`src/rtl/isp_pkg.sv`:
```
package isp_pkg;

    typedef enum logic [1:0] {
        ST_OFF   = 2'd0,
        ST_SYNC  = 2'd1,
        ST_OPEN  = 2'd2,
        ST_ERASE = 2'd3
    } isp_state_e;

    localparam logic [7:0] OP_FL_RD_LO = 8'h20;
    localparam logic [7:0] OP_FL_RD_HI = 8'h28;
    localparam logic [7:0] OP_FL_WR_LO = 8'h60;
    localparam logic [7:0] OP_FL_WR_HI = 8'h68;
    localparam logic [7:0] OP_EE_RD    = 8'hA0;
    localparam logic [7:0] OP_EE_WR    = 8'hC0;
    localparam logic [7:0] OP_SIG_RD   = 8'h30;
    localparam logic [7:0] OP_CONTROL  = 8'hAC;
    localparam logic [7:0] KEY_ENABLE  = 8'h53;

endpackage

```
`src/rtl/isp_pin_sync.sv`:
```
module isp_pin_sync (
    input  logic clk,
    input  logic por_n,
    input  logic sck,
    input  logic mosi,
    input  logic tgt_rst_n,
    output logic sck_rise,
    output logic sck_fall,
    output logic mosi_s,
    output logic prog_mode
);
    logic [2:0] sck_q;
    logic [1:0] mosi_q;
    logic [1:0] rst_q;

    always_ff @(posedge clk or negedge por_n) begin
        if (!por_n) begin
            sck_q  <= '0;
            mosi_q <= '0;
            rst_q  <= 2'b11;
        end else begin
            sck_q  <= {sck_q[1:0], sck};
            mosi_q <= {mosi_q[0], mosi};
            rst_q  <= {rst_q[0], tgt_rst_n};
        end
    end

    // mosi_q[1] is aligned with sck_q[1]
    assign sck_rise  = sck_q[1] & ~sck_q[2];
    assign sck_fall  = ~sck_q[1] & sck_q[2];
    assign mosi_s    = mosi_q[1];
    assign prog_mode = ~rst_q[1];

endmodule

```
`src/rtl/isp_byte_shifter.sv`:
```
module isp_byte_shifter (
    input  logic       clk,
    input  logic       por_n,
    input  logic       clear,
    input  logic       sck_rise,
    input  logic       sck_fall,
    input  logic       mosi_s,
    input  logic [7:0] tx_val,
    output logic       byte_end,
    output logic [1:0] byte_pos,
    output logic [7:0] rx_next,
    output logic       miso_d
);
    logic [2:0] bit_cnt;
    logic [6:0] rx_q;
    logic [7:0] tx_q;
    logic [1:0] pos_q;

    assign rx_next  = {rx_q, mosi_s};
    assign byte_end = sck_rise && (bit_cnt == 3'd7);
    assign byte_pos = pos_q;
    assign miso_d   = tx_q[7];

    always_ff @(posedge clk or negedge por_n) begin
        if (!por_n) begin
            bit_cnt <= '0;
            rx_q    <= '0;
            tx_q    <= '0;
            pos_q   <= '0;
        end else if (clear) begin
            bit_cnt <= '0;
            rx_q    <= '0;
            tx_q    <= '0;
            pos_q   <= '0;
        end else if (sck_rise) begin
            rx_q    <= rx_next[6:0];
            bit_cnt <= bit_cnt + 3'd1;
            if (byte_end) begin
                tx_q  <= tx_val;
                pos_q <= pos_q + 2'd1;
            end
        end else if (sck_fall && (bit_cnt != 3'd0)) begin
            tx_q <= {tx_q[6:0], 1'b0};
        end
    end

    // byte position only advances at the end of a byte
    p_pos_steady_r1: assert property (@(posedge clk) disable iff (!por_n)
        (!byte_end && !clear) |=> $stable(pos_q));

    // the reply bit holds still across a rising edge of the serial clock
    p_reply_stable_r1: assert property (@(posedge clk) disable iff (!por_n)
        (sck_rise && !byte_end && !clear) |=> $stable(miso_d));

endmodule

```
`src/rtl/isp_nvm_model.sv`:
```
module isp_nvm_model #(
    parameter int FL_WORDS = 64,
    parameter int EE_BYTES = 64
) (
    input  logic        clk,
    input  logic        por_n,
    input  logic        fl_we,
    input  logic        fl_hi,
    input  logic        ee_we,
    input  logic [15:0] wr_addr,
    input  logic [7:0]  wdata,
    input  logic [15:0] rd_addr,
    input  logic        lock_we,
    input  logic [1:0]  lock_mask,
    input  logic        erase_go,
    output logic [15:0] fl_rd_word,
    output logic [7:0]  ee_rd_byte,
    output logic [1:0]  lock_n,
    output logic        erase_busy
);
    localparam int FL_AW = $clog2(FL_WORDS);
    localparam int EE_AW = $clog2(EE_BYTES);
    localparam int SWEEP = (FL_WORDS > EE_BYTES) ? FL_WORDS : EE_BYTES;
    localparam int CW    = $clog2(SWEEP) + 1;

    logic [15:0]   flash [FL_WORDS];
    logic [7:0]    eep   [EE_BYTES];
    logic [CW-1:0] sweep_cnt;
    logic [FL_AW-1:0] fl_wi, fl_ri;
    logic [EE_AW-1:0] ee_wi, ee_ri;

    assign fl_wi = FL_AW'(wr_addr % FL_WORDS);
    assign fl_ri = FL_AW'(rd_addr % FL_WORDS);
    assign ee_wi = EE_AW'(wr_addr % EE_BYTES);
    assign ee_ri = EE_AW'(rd_addr % EE_BYTES);

    assign fl_rd_word = flash[fl_ri];
    assign ee_rd_byte = eep[ee_ri];

    always_ff @(posedge clk or negedge por_n) begin
        if (!por_n) begin
            for (int i = 0; i < FL_WORDS; i++) flash[i] <= 16'hFFFF;
            for (int j = 0; j < EE_BYTES; j++) eep[j] <= 8'hFF;
            lock_n     <= 2'b11;
            erase_busy <= 1'b0;
            sweep_cnt  <= '0;
        end else if (erase_go) begin
            erase_busy <= 1'b1;
            sweep_cnt  <= '0;
        end else if (erase_busy) begin
            if (int'(sweep_cnt) < FL_WORDS) flash[FL_AW'(sweep_cnt)] <= 16'hFFFF;
            if (int'(sweep_cnt) < EE_BYTES) eep[EE_AW'(sweep_cnt)] <= 8'hFF;
            sweep_cnt <= sweep_cnt + 1'b1;
            if (int'(sweep_cnt) == SWEEP - 1) begin
                erase_busy <= 1'b0;
                lock_n     <= 2'b11;
            end
        end else begin
            if (fl_we) begin
                if (fl_hi) flash[fl_wi][15:8] <= flash[fl_wi][15:8] & wdata;
                else       flash[fl_wi][7:0]  <= flash[fl_wi][7:0] & wdata;
            end
            if (ee_we)   eep[ee_wi] <= wdata;
            if (lock_we) lock_n <= lock_n & lock_mask;
        end
    end

    // no write request reaches storage while write protection is on
    p_write_locked_r9: assert property (@(posedge clk) disable iff (!por_n)
        (fl_we || ee_we) |-> lock_n[0]);

    // protection is lifted only at the end of an erase sweep
    p_lock_release_r11: assert property (@(posedge clk) disable iff (!por_n)
        $rose(lock_n[0]) |-> $past(erase_busy));

    // no write request during the erase sweep
    p_no_write_erase_r11: assert property (@(posedge clk) disable iff (!por_n)
        erase_busy |-> (!fl_we && !ee_we && !lock_we));

endmodule

```
`src/rtl/isp_cmd_ctrl.sv`:
```
module isp_cmd_ctrl
    import isp_pkg::*;
#(
    parameter logic [7:0] SIG0 = 8'h1E,
    parameter logic [7:0] SIG1 = 8'h90,
    parameter logic [7:0] SIG2 = 8'h01
) (
    input  logic        clk,
    input  logic        por_n,
    input  logic        prog_mode,
    input  logic        byte_end,
    input  logic [1:0]  byte_pos,
    input  logic [7:0]  rx_next,
    input  logic [15:0] fl_rd_word,
    input  logic [7:0]  ee_rd_byte,
    input  logic [1:0]  lock_n,
    output logic        clear,
    output logic [7:0]  tx_val,
    output logic        miso_oe,
    output logic        fl_we,
    output logic        fl_hi,
    output logic        ee_we,
    output logic [15:0] wr_addr,
    output logic [7:0]  wdata,
    output logic [15:0] rd_addr,
    output logic        lock_we,
    output logic [1:0]  lock_mask,
    output logic        erase_go
);
    isp_state_e state, state_nxt;
    logic [7:0] op_q, ah_q, al_q;
    logic       frame_done, is_enable, is_erase, is_lock, is_read, do_exec;
    logic [7:0] mem_byte;

    assign frame_done = byte_end && (byte_pos == 2'd3);
    assign is_enable  = (op_q == OP_CONTROL) && (ah_q == KEY_ENABLE);
    assign is_erase   = (op_q == OP_CONTROL) && (ah_q[7:4] == 4'h8);
    assign is_lock    = (op_q == OP_CONTROL) && (ah_q[7:3] == 5'b11111) && ah_q[0];
    assign is_read    = (op_q == OP_FL_RD_LO) || (op_q == OP_FL_RD_HI) ||
                        (op_q == OP_EE_RD)    || (op_q == OP_SIG_RD);

    // next-state logic
    always_comb begin
        state_nxt = state;
        unique case (state)
            ST_OFF:   if (prog_mode) state_nxt = ST_SYNC;                 // reset_asserted
            ST_SYNC:  if (frame_done && is_enable) state_nxt = ST_OPEN;   // enable_frame
            ST_OPEN:  if (frame_done && is_erase) state_nxt = ST_ERASE;   // erase_frame
            ST_ERASE: state_nxt = ST_ERASE;
        endcase
        if (!prog_mode) state_nxt = ST_OFF;                               // reset_released
    end

    // state register and frame byte capture
    always_ff @(posedge clk or negedge por_n) begin
        if (!por_n) begin
            state <= ST_OFF;
            op_q  <= '0;
            ah_q  <= '0;
            al_q  <= '0;
        end else begin
            state <= state_nxt;
            if (byte_end) begin
                unique case (byte_pos)
                    2'd0: op_q <= rx_next;
                    2'd1: ah_q <= rx_next;
                    2'd2: al_q <= rx_next;
                    2'd3: ;
                endcase
            end
        end
    end

    // outputs
    always_comb begin
        unique case (op_q)
            OP_FL_RD_LO: mem_byte = fl_rd_word[7:0];
            OP_FL_RD_HI: mem_byte = fl_rd_word[15:8];
            OP_EE_RD:    mem_byte = ee_rd_byte;
            default: begin
                unique case (rx_next[1:0])
                    2'd0: mem_byte = SIG0;
                    2'd1: mem_byte = SIG1;
                    2'd2: mem_byte = SIG2;
                    2'd3: mem_byte = 8'hFF;
                endcase
            end
        endcase

        unique case (byte_pos)
            2'd0, 2'd1: tx_val = rx_next;
            2'd2: begin
                if ((state == ST_OPEN) && is_read && (lock_n != 2'b00)) tx_val = mem_byte;
                else                                                   tx_val = rx_next;
            end
            2'd3: tx_val = 8'h00;
        endcase

        clear     = (state == ST_OFF);
        miso_oe   = (state == ST_OPEN) || (state == ST_ERASE);
        do_exec   = frame_done && (state == ST_OPEN);
        fl_we     = do_exec && lock_n[0] && ((op_q == OP_FL_WR_LO) || (op_q == OP_FL_WR_HI));
        fl_hi     = op_q[3];
        ee_we     = do_exec && lock_n[0] && (op_q == OP_EE_WR);
        lock_we   = do_exec && is_lock;
        lock_mask = ah_q[2:1];
        erase_go  = do_exec && is_erase;
        wr_addr   = {ah_q, al_q};
        wdata     = rx_next;
        rd_addr   = {ah_q, rx_next};
    end

    // the reply line opens only after an enable frame
    p_oe_after_enable_r4: assert property (@(posedge clk) disable iff (!por_n)
        $rose(miso_oe) |-> ($past(op_q) == OP_CONTROL) && ($past(ah_q) == KEY_ENABLE));

    // the reply line closes only when target reset is released
    p_oe_close_r3: assert property (@(posedge clk) disable iff (!por_n)
        $fell(miso_oe) |-> !$past(prog_mode));

    // the erase state is left only through reset release
    p_erase_hold_r11: assert property (@(posedge clk) disable iff (!por_n)
        (state == ST_ERASE && prog_mode) |=> (state == ST_ERASE));

endmodule

```
`src/rtl/isp_prog_slave.sv`:
```
module isp_prog_slave #(
    parameter int         FL_WORDS = 64,
    parameter int         EE_BYTES = 64,
    parameter logic [7:0] SIG0     = 8'h1E,
    parameter logic [7:0] SIG1     = 8'h90,
    parameter logic [7:0] SIG2     = 8'h01
) (
    input  logic clk,
    input  logic por_n,
    input  logic tgt_rst_n,
    input  logic sck,
    input  logic mosi,
    output logic miso,
    output logic miso_oe
);
    logic        sck_rise, sck_fall, mosi_s, prog_mode;
    logic        clear, byte_end;
    logic [1:0]  byte_pos;
    logic [7:0]  rx_next, tx_val, wdata, ee_rd_byte;
    logic [15:0] wr_addr, rd_addr, fl_rd_word;
    logic        fl_we, fl_hi, ee_we, lock_we, erase_go, erase_busy;
    logic [1:0]  lock_mask, lock_n;

    isp_pin_sync u_sync (
        .clk(clk), .por_n(por_n), .sck(sck), .mosi(mosi), .tgt_rst_n(tgt_rst_n),
        .sck_rise(sck_rise), .sck_fall(sck_fall), .mosi_s(mosi_s), .prog_mode(prog_mode)
    );

    isp_byte_shifter u_shift (
        .clk(clk), .por_n(por_n), .clear(clear), .sck_rise(sck_rise), .sck_fall(sck_fall),
        .mosi_s(mosi_s), .tx_val(tx_val), .byte_end(byte_end), .byte_pos(byte_pos),
        .rx_next(rx_next), .miso_d(miso)
    );

    isp_cmd_ctrl #(.SIG0(SIG0), .SIG1(SIG1), .SIG2(SIG2)) u_ctrl (
        .clk(clk), .por_n(por_n), .prog_mode(prog_mode), .byte_end(byte_end),
        .byte_pos(byte_pos), .rx_next(rx_next), .fl_rd_word(fl_rd_word),
        .ee_rd_byte(ee_rd_byte), .lock_n(lock_n), .clear(clear), .tx_val(tx_val),
        .miso_oe(miso_oe), .fl_we(fl_we), .fl_hi(fl_hi), .ee_we(ee_we),
        .wr_addr(wr_addr), .wdata(wdata), .rd_addr(rd_addr), .lock_we(lock_we),
        .lock_mask(lock_mask), .erase_go(erase_go)
    );

    isp_nvm_model #(.FL_WORDS(FL_WORDS), .EE_BYTES(EE_BYTES)) u_nvm (
        .clk(clk), .por_n(por_n), .fl_we(fl_we), .fl_hi(fl_hi), .ee_we(ee_we),
        .wr_addr(wr_addr), .wdata(wdata), .rd_addr(rd_addr), .lock_we(lock_we),
        .lock_mask(lock_mask), .erase_go(erase_go), .fl_rd_word(fl_rd_word),
        .ee_rd_byte(ee_rd_byte), .lock_n(lock_n), .erase_busy(erase_busy)
    );

endmodule

```
`config.mk`:
```
export PLATFORM = sky130hd
export DESIGN_NAME = isp_prog_slave
export DESIGN_NICKNAME = d
export VERILOG_FILES = /design/src/rtl/isp_pkg.sv /design/src/rtl/isp_pin_sync.sv /design/src/rtl/isp_byte_shifter.sv /design/src/rtl/isp_nvm_model.sv /design/src/rtl/isp_cmd_ctrl.sv /design/src/rtl/isp_prog_slave.sv
export SDC_FILE = /design/constraint.sdc
export NUM_CORES = 2
export LEC_CHECK = 0
export BUFFER_PORTS_ARGS = -buffer_cell sky130_fd_sc_hd__buf_2
export CAP_MARGIN = 5
export CORE_MARGIN = 2
export CORE_UTILIZATION = 25
export DETAILED_ROUTE_END_ITERATION = 10
export PLACE_DENSITY = 0.43
export SLEW_MARGIN = 0
export SYNTH_ARGS = -nofsm -noshare
export SYNTH_HDL_FRONTEND = slang
export SYNTH_HIERARCHICAL = 1
export SYNTH_SLANG_ARGS = --single-unit
```
`constraint.sdc`:
```
create_clock -name clk -period 4.53 [get_ports clk]
set_input_delay 0.453 -clock clk [delete_from_list [all_inputs] [get_ports clk]]
set_output_delay 0.453 -clock clk [all_outputs]
set_load 0.01 [all_outputs]
```
## Yosys cells after proc, flatten, opt, wreduce, memory -nomap -nowiden

Index checks and enable logic that the tools add are counted.
Widths: inputs -> output; s select.

- Bits in registers: 1597
- Bits of input ports: 5

- Add/sub/neg operators: 3
- Equality and inequality tests: 27
- Multiplexer cells: 56
- $lt $le $gt $ge: 6
- Bitwise gates (word level): 13
- Reduce and logical (&&, ||, !) cells: 46

Operators with widths:

| cell | count |
|---|---|
| $mux 1024 | 4 |
| $bwmux 1024 | 2 |
| $mux 512 | 3 |
| $or 1024x1024->1024 | 1 |
| $bwmux 512 | 1 |
| $or 512x512->512 | 1 |
| $demux 16 s6 | 3 |
| $bmux 16 s6 | 2 |
| $demux 8 s6 | 2 |
| $mux 16 | 6 |
| $mux 8 | 10 |
| $bmux 8 s6 | 1 |
| $pmux 8 s3 | 2 |
| $pmux 8 s4 | 1 |
| $mux 7 | 4 |
| $eq 8x6->1 const B | 3 |
| $eq 8x7->1 const B | 3 |
| $eq 8x8->1 const B | 3 |
| $ge 7x7->1 const B | 3 |
| $not 6->7 | 3 |
| $logic_and 1x1->1 | 19 |
| $mux 2 | 9 |
| $and 8x8->8 | 2 |
| $lt 7x1->1 const B | 2 |
| 25 further kinds | 61 |

## Logic depth before layout (Yosys ltp)

- Depth after elaboration: 11
- Mapped depth: 19
- Mapped depth without buffers: 12

## Modules after synthesis

Netlist, hierarchy kept.

By module, submodules not included:

| module | area an instance (µm²) | cells an instance | times used |
|---|---|---|---|
| isp_nvm_model | 80848.8 | 7516 | 1 |
| isp_cmd_ctrl | 1865.5 | 181 | 1 |
| isp_byte_shifter | 998.5 | 84 | 1 |
| isp_pin_sync | 196.4 | 10 | 1 |

## Least setup slack after synthesis

No wires, ideal clock.

- Path type: register -> register
- From: register u_sync.mosi_q[1]
- To: register u_shift.tx_q[7]
- Setup time: 0.125 ns
- Buffers on the path: 5
- Arrival time: 3.955 ns
- Clock period less this slack: 4.080 ns
- Data required time: 4.405 ns
- Setup slack: 0.450 ns
- Cell stages (with the launch flop): 17
- Cells stage by stage: dfrtp_1 -> buf_4 -> buf_4 -> clkbuf_1 -> clkbuf_1 -> buf_1 -> mux4_2 -> mux4_2 -> o221ai_1 -> nand2_1 -> mux2_2 -> o22ai_1 -> nand2b_4 -> a32o_1 -> mux2i_1 -> nor2_1 -> mux2_4

- Cells in the longest elaborated chain, start to end: 10
- Elaborated cells on any way between the ends: 18

RTL lines:

| what | line | source |
|---|---|---|
| start, declared | isp_pin_sync.sv:13 | `logic [1:0] mosi_q;` |
| start signal, assigned | isp_pin_sync.sv:23 | `mosi_q <= {mosi_q[0], mosi};` |
| $not 6->7 (not written as such) | isp_nvm_model.sv:37 | `assign fl_rd_word = flash[fl_ri];` |
| $bmux 16 s6 | isp_nvm_model.sv:37 |  |
| $mux 16 (not written as such) (2 in series) | isp_nvm_model.sv:37 |  |
| via fl_rd_word[7] | isp_prog_slave.sv:20 | `logic [15:0] wr_addr, rd_addr, fl_rd_word;` |
| $pmux 8 s3 | isp_cmd_ctrl.sv:76 | `unique case (op_q)` |
| $mux 8 | isp_cmd_ctrl.sv:93 | `if ((state == ST_OPEN) && is_read && (lock_n != 2'b00)) tx_val = mem_byte;` |
| $pmux 8 s3 | isp_cmd_ctrl.sv:90 | `unique case (byte_pos)` |
| via tx_val[7] | isp_prog_slave.sv:19 | `logic [7:0] rx_next, tx_val, wdata, ee_rd_byte;` |
| $mux 8 | isp_byte_shifter.sv:38 | `if (byte_end) begin` |
| $mux 8 | isp_byte_shifter.sv:35 | `end else if (sck_rise) begin` |
| $mux 8 | isp_byte_shifter.sv:30 | `end else if (clear) begin` |
| end signal, assigned | isp_byte_shifter.sv:39 | `tx_q <= tx_val;` |
| end signal, assigned | isp_byte_shifter.sv:43 | `tx_q <= {tx_q[6:0], 1'b0};` |
| end, declared | isp_byte_shifter.sv:16 | `logic [7:0] tx_q;` |

The timed path passes the listed nets, and every way through them passes these cells. The select of a mux whose other input is x is not followed.
A chain may end at the register's enable or synchronous reset.

## Final worst setup path

- From: register u_sync.mosi_q[1]
- To: register u_shift.tx_q[4]

The elaborated chain is that of the path after synthesis.

==> results.md <==
- CTS tree: built
- Crit-path slowest cell: dfrtp_4
- Worst min path class: input port to async pin
- Leakage: 32.55 nW
- RePlAce Congestion: 0.9623
- Post-Syn Nets: 7788
- CP Launch Point: u_sync/mosi_q[1]$_DFF_PN0_
- Crit Path Category: flop to flop
- Dpl cell area: 91750 um^2
- Clk_lat worst skew: 900 ps
- Status: finished clean
- Final Cycle Share: 96.83%
- PwrDens: 333.1 nW/um^2
- Startpoint Class: flop
- Final Net Count: 7898
- Non-Filler Instances: 12436
- Final WS setup: 143.6 ps
- MaxCap Viol Count: 0
- Starting utilization of the core area: 25.12%
- CTS buffer count: 195
- Vias in the first global route: 69787
- Worst Path Max Fanout: 47
- Die width: 582.8 um
- Syn Area/Cell: 10.77 um^2
- Critical Path Max Stage Delay: 720 ps
- Via Count: 72327
- Layout cell share with drive strength beyond 1: 37.10%
- Critical path capture point type: flop
- I/O Pins: 7
- H-Tree Depth: 4
- Worst slew pin tran: 1407 ps
- Final Cell Area: 98410 um^2
- Row cnt: 212
- Pin count of the biggest net entering global routing: 135
- Post-DR wirelength/cell: 31.42 um
- Final Max Slew Viols: 0
- Detailed Routing Iterations Pass 1: 6
- Final TNS setup: 0 ps
- Crit path DAT: 5150 ps
- Clock Tree Buf Depth: 4
- Final ANT Viol Nets: 0
- Worst EP required: 5290 ps
- DR iter-0 viols: 9364
- Post-CTS sizing: 0
- DP HPWL: 270900 um
- DRC: 0
- Final hold viol count: 0
- GRT Total Usage: 22.33%
- Synth Warn #: 6
- Worst-path cell chain: buf_12 > mux4_2 > mux4_2 > o221ai_1 > nand2_1 > o41ai_1 > nand2_1 > a32o_1 > mux2i_1 > nor2_1 > mux2_4
- Mapped Area: 83750 um^2
- Die height: 582.8 um
- Total grt overflow: 0
- RSZ-0062 raised after global routing: false
- Clk_skew: 79.69 ps
- CTS root buf: clkbuf_16
- Final wirelength: 390700 um
- Reg-to-reg startpoint: u_sync/mosi_q[1]$_DFF_PN0_
- Setup violations, final: 0
- CP bufs+invs: 1
- Worst-path clk slew: 60 ps
- Area Growth Syn to Fin: 17.51%
- First-pass GRT wire length: 552500 um
- Die area: 339600 um^2
- Filler cells: 34193
- Clk sink count: 1597
- Initial antenna violation count: 20
- Core region area: 333400 um^2
- Family with the most delay on the worst path: multiplexers
- Mapped Cells: 7775
- Placed Cells: 12072
- Util after Layout: 29.52%
- Max Fclk: 228.0 MHz
- Post-layout min period: 4386 ps
- Vias per cell: 5.816
- Placement Setup Slack: 266.2 ps
- Max VDD drop: 0.2755 mV
- I/O Buffers: 6
- Max-slew headroom: 5.502%
power breakdown:
| group | total, mW | internal (mW) | switching [mW] | leakage, nW |
|---|---|---|---|---|
| registers | 14.5 | 14.4 | 0.108 | 16.6 |
| clock network | 16.3 | 9.72 | 6.63 | 3.28 |
| logic | 1.97 | 0.671 | 1.30 | 12.6 |
| total | 32.8 | 24.8 | 8.03 | 32.5 |
cell usage in the layout (no fill, tap or decap), types with 24 or more instances in the layout:
cell,count
buf_12,69
clkbuf_16,196
o211ai_1,24
clkbuf_1,30
a221oi_1,116
o21ai_1,37
a21oi_1,661
a221o_1,132
o21a_1,59
nor2_1,725
dfstp_2,1540
clkbuf_8,53
a31oi_1,24
dfrtp_1,47
a22oi_1,24
nand2_1,288
o22a_1,63
o221ai_1,25
mux2i_1,351
nor3_1,166
o22ai_1,204
o21ai_0,1906
buf_4,442
mux4_2,434
mux2_2,50
clkinv_2,37
layer usage:
layer | GRT usage [%] | wire [um] | up-vias
met5 | 0 | 62 | -
met4 | 8.924 | 17060 | 8
met3 | 4.977 | 34750 | 702
met2 | 33.98 | 173600 | 3890
met1 | 30.62 | 165200 | 37987
li1 | - | - | 29740
path summary, 6_finish.rpt:
path                                                     end  slack (ps)  depth (start not counted)
worst max-delay path             u_shift/tx_q[4]$_DFFE_PN0P_         140                         11
worst min-delay path              u_nvm/eep[206]$_DFFE_PN1P_          40                          1
worst max register to register   u_shift/tx_q[4]$_DFFE_PN0P_         140                         11
worst min register to register     u_sync/rst_q[1]$_DFF_PN1_         360                          0
max in group asynchronous       u_nvm/flash[179]$_DFFE_PN1P_        3580                          2
min in group clk                  u_sync/mosi_q[0]$_DFF_PN0_         270                          2
metrics by stage:
step,power (mW),hold slack [ps]
after floorplan,15.63,157.4
after detailed placement,16.63,350.5
after global placement,16.61,350.8
final,32.78,42.45
after global routing,33.83,90.11
after CTS,33.15,81.82
cell type report:
cell class | count | area, um^2 | area share [%]
sequential | 1597 | 41920 | 42.60
multi-input combinational | 5561 | 39580 | 40.21
clock buffer | 279 | 5747 | 5.839
tap | 4387 | 5489 | 5.577
timing repair buffer | 519 | 4755 | 4.831
clock inverter | 69 | 852.1 | 0.8658
inverter | 11 | 43.79 | 0.04450
antenna | 13 | 32.53 | 0.03306
registers in the layout, summed over array words and instances, names as in the netlist:
signal and flops:
u_ctrl/ah_q 8, u_ctrl/al_q 6, u_ctrl/op_q 8, u_ctrl/state 2, u_nvm/eep 512, u_nvm/erase_busy 1
u_nvm/flash 1024, u_nvm/lock_n 2, u_nvm/sweep_cnt 7, u_shift/bit_cnt 3, u_shift/byte_pos 2, u_shift/rx_q 7
u_shift/tx_q 8, u_sync/mosi_q 2, u_sync/rst_q 2, u_sync/sck_q 3
timing repair:
item	in CTS	in global routing
hold buffers	3	0
buffers inserted	0	0
endpoints found under the hold margin	3	0
(Power assumes the default switching activity.)
